$ cat config.mk
export PLATFORM = sky130hd
export DESIGN_NAME = rvq_fifo
export DESIGN_NICKNAME = d
export VERILOG_FILES = /design/src/rtl/rvq_pkg.sv /design/src/rtl/rvq_wrap_ptr.sv /design/src/rtl/rvq_store.sv /design/src/rtl/rvq_occupancy.sv /design/src/rtl/rvq_fifo.sv
export SDC_FILE = /design/constraint.sdc
export NUM_CORES = 1
export LEC_CHECK = 0
export ABC_AREA = 1
export BUFFER_PORTS_ARGS = -buffer_cell sky130_fd_sc_hd__buf_2
export CORE_UTILIZATION = 55
export DETAILED_ROUTE_END_ITERATION = 12
export PLACE_DENSITY = 0.89
export SLEW_MARGIN = 20
export SYNTH_ARGS = -nofsm -noshare
export SYNTH_HDL_FRONTEND = slang
export SYNTH_SLANG_ARGS = --single-unit
$ cat constraint.sdc
create_clock -name clk -period 1.9 [get_ports clk]
set_input_delay 0.38 -clock clk [delete_from_list [all_inputs] [get_ports clk]]
set_output_delay 0.38 -clock clk [all_outputs]
set_load 0.02 [all_outputs]
$ cat src/rtl/rvq_pkg.sv
package rvq_pkg;
   // Bits needed to address n slots; at least one bit.
   function automatic int slot_bits(input int n);
      return (n > 1) ? $clog2(n) : 1;
   endfunction

   // Bits needed to hold the values 0 to n inclusive.
   function automatic int fill_bits(input int n);
      return $clog2(n + 1);
   endfunction
endpackage

$ cat src/rtl/rvq_wrap_ptr.sv
module rvq_wrap_ptr #(
   parameter int DEPTH = 4,
   localparam int PW = rvq_pkg::slot_bits(DEPTH)
) (
   input  logic          clk,
   input  logic          rst,
   input  logic          step,
   output logic [PW-1:0] pos
);
   localparam logic [PW-1:0] LAST = PW'(DEPTH - 1);

   always_ff @(posedge clk) begin
      if (rst)
         pos <= '0;
      else if (step)
         pos <= (pos == LAST) ? '0 : pos + PW'(1);
   end

   // the position never leaves the slot range
   assert_pos_range_R6: assert property (@(posedge clk) disable iff (rst)
      int'(pos) < DEPTH);
endmodule

$ cat src/rtl/rvq_store.sv
module rvq_store #(
   parameter int DEPTH = 4,
   parameter int WIDTH = 8,
   localparam int PW = rvq_pkg::slot_bits(DEPTH)
) (
   input  logic             clk,
   input  logic             wr_en,
   input  logic [PW-1:0]    wr_pos,
   input  logic [WIDTH-1:0] wr_word,
   input  logic [PW-1:0]    rd_pos,
   output logic [WIDTH-1:0] rd_word
);
   logic [WIDTH-1:0] slots [DEPTH];

   always_ff @(posedge clk) begin
      if (wr_en)
         slots[wr_pos] <= wr_word;
   end

   assign rd_word = slots[rd_pos];
endmodule

$ cat src/rtl/rvq_occupancy.sv
module rvq_occupancy #(
   parameter int DEPTH = 4,
   localparam int CW = rvq_pkg::fill_bits(DEPTH)
) (
   input  logic          clk,
   input  logic          rst,
   input  logic          grow,
   input  logic          shrink,
   output logic [CW-1:0] level,
   output logic          is_empty,
   output logic          is_full
);
   localparam logic [CW-1:0] TOP = CW'(DEPTH);

   always_ff @(posedge clk) begin
      if (rst)
         level <= '0;
      else if (grow && !shrink)
         level <= level + CW'(1);
      else if (shrink && !grow)
         level <= level - CW'(1);
   end

   assign is_empty = (level == '0);
   assign is_full  = (level == TOP);

   assert_no_overflow_R3: assert property (@(posedge clk) disable iff (rst)
      level <= TOP);
endmodule

$ cat src/rtl/rvq_fifo.sv
module rvq_fifo #(
   parameter int DEPTH        = 4,
   parameter int WIDTH        = 8,
   parameter bit READY_PASS   = 1'b0,
   parameter bit VALID_BYPASS = 1'b0,
   localparam int PW = rvq_pkg::slot_bits(DEPTH),
   localparam int CW = rvq_pkg::fill_bits(DEPTH)
) (
   input  logic             clk,
   input  logic             rst,
   input  logic             in_valid,
   input  logic [WIDTH-1:0] in_data,
   output logic             in_ready,
   output logic             out_valid,
   output logic [WIDTH-1:0] out_data,
   input  logic             out_ready,
   output logic [CW-1:0]    fill
);
   if (DEPTH < 1) begin : g_bad_depth
      $error("rvq_fifo: DEPTH must be at least 1");
   end
   if (WIDTH < 1) begin : g_bad_width
      $error("rvq_fifo: WIDTH must be at least 1");
   end

   logic          take, give, empty, full, through;
   logic [PW-1:0] wpos, rpos;
   logic [WIDTH-1:0] held;

   assign take = in_valid && in_ready;
   assign give = out_valid && out_ready;

   if (READY_PASS) begin : g_ready_pass
      assign in_ready = !full || out_ready;
   end else begin : g_ready_reg
      assign in_ready = !full;
   end

   if (VALID_BYPASS) begin : g_valid_bypass
      assign out_valid = !empty || in_valid;
      assign out_data  = empty ? in_data : held;
      assign through   = empty && take && give;
   end else begin : g_valid_reg
      assign out_valid = !empty;
      assign out_data  = held;
      assign through   = 1'b0;
   end

   rvq_occupancy #(.DEPTH(DEPTH)) u_occ (
      .clk(clk), .rst(rst), .grow(take), .shrink(give),
      .level(fill), .is_empty(empty), .is_full(full));

   rvq_wrap_ptr #(.DEPTH(DEPTH)) u_wptr (
      .clk(clk), .rst(rst), .step(take), .pos(wpos));

   rvq_wrap_ptr #(.DEPTH(DEPTH)) u_rptr (
      .clk(clk), .rst(rst), .step(give), .pos(rpos));

   rvq_store #(.DEPTH(DEPTH), .WIDTH(WIDTH)) u_store (
      .clk(clk), .wr_en(take && !through), .wr_pos(wpos), .wr_word(in_data),
      .rd_pos(rpos), .rd_word(held));

   assert_fill_step_R2: assert property (@(posedge clk) disable iff (rst)
      (take != give) |=> (int'(fill) == int'($past(fill)) + ($past(take) ? 1 : -1)));

   assert_fill_hold_R2: assert property (@(posedge clk) disable iff (rst)
      (take == give) |=> (fill == $past(fill)));

   assert_no_underflow_R4: assert property (@(posedge clk) disable iff (rst)
      (give && fill == '0) |-> (VALID_BYPASS && take));

   assert_ptr_gap_R6: assert property (@(posedge clk) disable iff (rst)
      int'(wpos) == (int'(rpos) + int'(fill)) % DEPTH);

   assert_full_swap_R7: assert property (@(posedge clk) disable iff (rst)
      (int'(fill) == DEPTH && take) |=> (int'(fill) == DEPTH));

   assert_empty_pass_R8: assert property (@(posedge clk) disable iff (rst)
      (fill == '0 && give) |=> (fill == '0));
endmodule

# Word level (Yosys, flattened, before mapping)
# Memories as Yosys holds them, arrays and structs flattened. A register that Yosys moved wholly into a read port is not among the register bits.
# Index checks and enable logic that the tools add are counted.
# op_classes
n_addsub	4
eq_ne	3
mux	8
reduce_logical	10
# ops
cell	n
2-bit 2-to-1 mux	4
3-bit 2-to-1 mux	2
2-bit by 1-bit adder with 2-bit output (second input constant)	2
2-bit equality test (second input constant)	2
1-bit logical AND	4
1-bit zero test	4
3-bit by 1-bit adder with 3-bit output (second input constant)	1
3-bit equality test (second input constant)	1
3-bit zero test	1
3-bit by 1-bit subtractor with 3-bit output (second input constant)	1
1-bit 2-to-1 mux	2
2-bit nonzero test	1
# totals
ff_bits	7
ramBits	32
inputBits	12
out_inout_bits	13
word_cells	29
mem_count	1
# mem_list
memory	depth	width	read_ports	rd_ports_with_merged_regs	write_ports	line	text
u_store.slots	4	8	1	1	1	rvq_store.sv:13	logic [WIDTH-1:0] slots [DEPTH];

# Depth between registers and ports, before layout
# depth
ltp_word	7
ltp_mapped	13
ltp_nobuf	13

# Hierarchy
# Synthesis repeated with hierarchy kept, for this count alone.
# unflattened
hier_cells	193
hier_area_um2	1801.7
# by_module_without_submodules
mod	n_inst	cells_per_inst	area_each_um2	seq_area_each_um2
rvq_store	1	133	1387.6	960.9
rvq_wrap_ptr	2	14	100.1	40.0
rvq_occupancy	1	26	186.4	60.1
rvq_fifo	1	6	27.5	0.0

# Worst setup path before layout
# Ideal clock, no wire load.
# synth_path
path_type	reg-to-reg
from	register u_occ.level[0]
to	register u_occ.level[2]
setup_time_ps	110
arrival_ps	1786
required_ps	1790
setup_slack_ps	5
path_stages_with_launch	14
path_buffers	0
synth_period_minus_slack_ps	1895
path_cell_list	dfxtp_1 -> nor2_2 -> nand2_2 -> nand2_2 -> inv_1 -> ha_1 -> inv_1 -> fa_1 -> inv_1 -> nand2_1 -> nand3_1 -> nand2_1 -> inv_1 -> nor2_1
# synth_between
elab_chain_len	6
elab_cells_between_ends	15
cone_classes	2 x add/sub; 1 x eq/ne; 2 x mux; 10 x reduce/logical
# synth_lines
element	line	text
start, declared	rvq_occupancy.sv:9	output logic [CW-1:0] level,
start signal, assigned	rvq_occupancy.sv:19	level <= level + CW'(1);
start signal, assigned	rvq_occupancy.sv:21	level <= level - CW'(1);
3-bit equality test *	rvq_occupancy.sv:25	assign is_full = (level == TOP);
1-bit zero test *	rvq_fifo.sv:36	assign in_ready = !full;
net in_ready	rvq_fifo.sv:13	output logic in_ready,
1-bit logical AND *	rvq_fifo.sv:30	assign take = in_valid && in_ready;
net take	rvq_fifo.sv:26	logic take, give, empty, full, through;
1-bit zero test	rvq_occupancy.sv:20	else if (shrink && !grow)
1-bit logical AND	rvq_occupancy.sv:20	
2-bit nonzero test (no line)	n/a	
# The timed path passes the listed nets; every way through them passes the cells marked *. The select of a mux whose other input is x is not followed.
# A chain may end at the register's enable or synchronous reset.

==> summary.md <==
| Metric | Value |
|---|---|
| Number of buffer cells added on primary ports | `24` |
| I/O Pins | `25` |
| Tmin final | `1793 ps` |
| Fin nets | `slightly below 200` |
| Fin Setup TNS | `0 ps` |
| Class of the tightest hold or removal check | `in2reg` |
| Count of H-tree levels built during CTS | `2` |
| Overall via count from detail_route | `around 1100` |
| Number of buffers created by CTS | `5` |
| DRT Wirelength | `around 2900 um` |
| Unrepaired setup endpoints after global routing | `no` |
| Most area-hungry cell type in the Yosys netlist | `edfxtp_1` |
| Ratio of cells with drive above 1 in the final layout | `~28%` |
| Delay contributed by the slowest stage of the critical path | `~460 ps` |
| Standard cell core area | `about 2800 um^2` |
| Total Power Consumption | `2.679 mW` |
| Number of pins exceeding their max-slew limit in the final report | `0` |
| Clk_lat worst skew | `approximately 340 ps` |
| Worst-path cell chain | `buf_4 > o21ai_0 > o22ai_1 > buf_2` |
| Height of the die | `57.54 um` |
| Critical path arrival | `1410 ps` |
| Final Hold Viols | `0` |
| # diodes | `0` |
| Maximum count of clock buffers along a single path | `2` |
| Critical setup path kind | `reg2out` |
| Element type at the critical path start | `flop` |
| Chip Width | `about 58 um` |
| Final hold slack | `approximately 190 ps` |
| Area taken by flip-flops and latches | `about 1200 um^2` |
| Aggregate global-route resource usage | `roughly 20%` |
| Fraction of the cycle the final worst path needs | `a little over nine tenths` |
| Run status | `finished, violations left` |
| Number of antenna-violating nets in the routed design | `0` |
| Slowest stage cell on the critical path | `dfxtp_2` |
| DRC Markers | `2` |
| Number of global-route vias before repair | `1108` |
| Number of setup violations in the final report | `0` |
| Wire length of the first global-routing pass | `roughly 4600 um` |
| Detail Placement HPWL | `between 2000 and 2500 um` |
| Slew Limit Headroom | `85.78%` |
| Fmax | `~560 MHz` |
| Combined area of the multi-input logic cells | `a little under 500 um^2` |
| RePlAce Congestion | `approximately 0.77` |
| Pwr dens | `1368 nW/um^2` |
| Clock slew seen by the registers of the worst setup and hold paths | `~100 ps` |
| Largest fanout on the critical path | `10` |
| Max Clock Skew | `~13 ps` |
| YS warnings | `0` |
| Mapped Cells | `145` |
| Final standard cell count with taps included and fillers excluded | `between 200 and 250` |
| Static Leakage | `approximately 0.79 nW` |
| Leading cell types by total area after synthesis | `edfxtp_1, dfxtp_1, nor2_1` |
| Data required time at the worst endpoint | `approximately 1500 ps` |
| Core Rows | `19` |
| Synthesized area per cell | `11.70 um^2` |
| Initial core utilization | `59.97%` |
| Number of hold buffers added after CTS | `0` |
| Number of violations reported at the end of detailed-routing iteration 0 | `22` |
| Reg-to-reg critical path startpoint | `u_occ.level[0]$_SDFFE_PP0P_` |
| Worst Max-Slew Pin Slew | `between 200 and 250 ps` |
| Total overflow reported by the global router | `0` |
| Sequential share of the synthesized area | `between 60% and 70%` |
| Share of the synthesized area in the top cell type | `approximately 57%` |
| Syn nets | `164` |
| Area grow syn2layout | `15.41%` |
| Total of flip-flops plus latches after synthesis | `41` |
| Violations in the final reports | `design-rule violations` |
| Maximum number of pins on one net before global-route repair | `17` |
| Fillers | `198` |
| Maximum capacitance violations | `0` |
| Clock tree root buffer cell | `clkbuf_4` |
| Post-placement cell count | `a little over 200` |
| Number of antenna violations at the first check in global routing | `0` |
| Count of distinct cell types in the synthesized netlist | `20` |
| Category of cells accounting for the largest share of critical-path delay | `flip-flops` |
| Worst vdd rail ir drop | `~0.97 mV` |
| Syn Std Cell Area | `~1700 um^2` |
| Buf/Inv on CP | `2` |
| Worst min-delay path startpoint | `rst` |
| Pre-antenna DRT Iters | `8` |
| CTS tree | `done` |
| Die Footprint | `3311 um^2` |
| CTS Sinks | `41` |
| Type of destination of the critical path | `output pin` |
| Vias per cell | `5.261` |
| Detailed-route wire length per cell | `13.52 um` |
## final cells by class
type | count | share of cell area (%)
Sequential cell | 41 | 58.91
Multi-Input combinational cell | 86 | 24.66
Timing Repair Buffer | 29 | 8.051
Inverter | 16 | 3.387
Clock buffer | 8 | 3.003
Tap cell | 31 | 1.981
## flip-flops by register name (all words and copies together), names as in the netlist, named ones only
signal,cells
u_occ.level,3
u_wptr.pos,2
u_store.slots,32
u_rptr.pos,2
## synth_stat cells
| cell | number |
|---|---|
| a21oi_1 | 2 |
| o21ai_0 | 13 |
| nand4_1 | 1 |
| edfxtp_1 | 32 |
| nor2_1 | 32 |
| nand2_1 | 11 |
| o22ai_1 | 8 |
| nand2_2 | 3 |
| ha_1 | 6 |
| nor2_2 | 1 |
| fa_1 | 1 |
| buf_6 | 2 |
| dfxtp_1 | 9 |
| inv_1 | 15 |
| o21ai_2 | 3 |
| xor2_1 | 1 |
| nand3_1 | 1 |
| o21ai_1 | 1 |
| nand3b_1 | 2 |
| inv_2 | 1 |
## stage by stage
stage / setup slack (ps) / util, % / instance area [um^2]
after floorplan: 4.658 / - / 1697
after global placement: 164.7 / 66.12 / 1871
after detailed placement: 63.63 / 66.12 / 1871
after CTS: 33.33 / 68.29 / 1932
after global routing: 5.166 / 69.22 / 1958
final: 107.0 / 69.22 / 1958
## layout by cell type (no fill, tap or decap)
cell	count
edfxtp_1	32
fa_2	1
xor2_1	1
dfxtp_2	1
ha_1	6
o22ai_1	8
o21ai_2	3
nand4_1	1
clkbuf_1	2
inv_1	14
buf_2	24
clkbuf_4	5
nor2_1	32
buf_4	5
dfxtp_4	3
clkinvlp_4	1
inv_4	1
nand3b_1	2
dfxtp_1	5
nor2_4	1
nand2_1	10
o21ai_0	11
o21ai_1	3
clkbuf_8	1
a21oi_1	2
nand2_2	4
nand3_1	1
## kinds of logic after synthesis
family | Yosys count | synth area share, %
simple gates | 51 | 12.54
flops | 41 | 67.26
compound gates | 27 | 9.218
buf+inv | 18 | 4.867
fa+ha+maj | 7 | 5.605
xor+xnor | 1 | 0.5163
## worst paths after layout
kind / endpoint / slack [ps] / depth (start not counted)
setup / recovery: out_data[1] / 110 / 4
hold / removal: u_occ.level[0]$_SDFFE_PP0P_ / 190 / 2
setup reg to reg: u_occ.level[1]$_SDFFE_PP0P_ / 120 / 9
hold reg to reg: flop / 540 / 2
## report_power, final
group,switching [mW],leakage (nW),internal [mW]
sequential,0.125,0.370,1.13
clock,0.243,0.0326,0.183
combinational,0.638,0.388,0.362
## routing by layer
| metal | track usage, % | share of wire (%) |
|---|---|---|
| met1 | 19.60 | 38 |
| met2 | 34.72 | 53 |
| met3 | 8.844 | 6.9 |
| met4 | 9.408 | 1.9 |
| met5 | 0 | 0 |
## timing repair
action                     CTS  global route
pin swaps                    0             0
gates resized for setup      2            13
setup endpoints to repair    8             5
buffers inserted             0             0
Power figures use the tool's default switching activity.
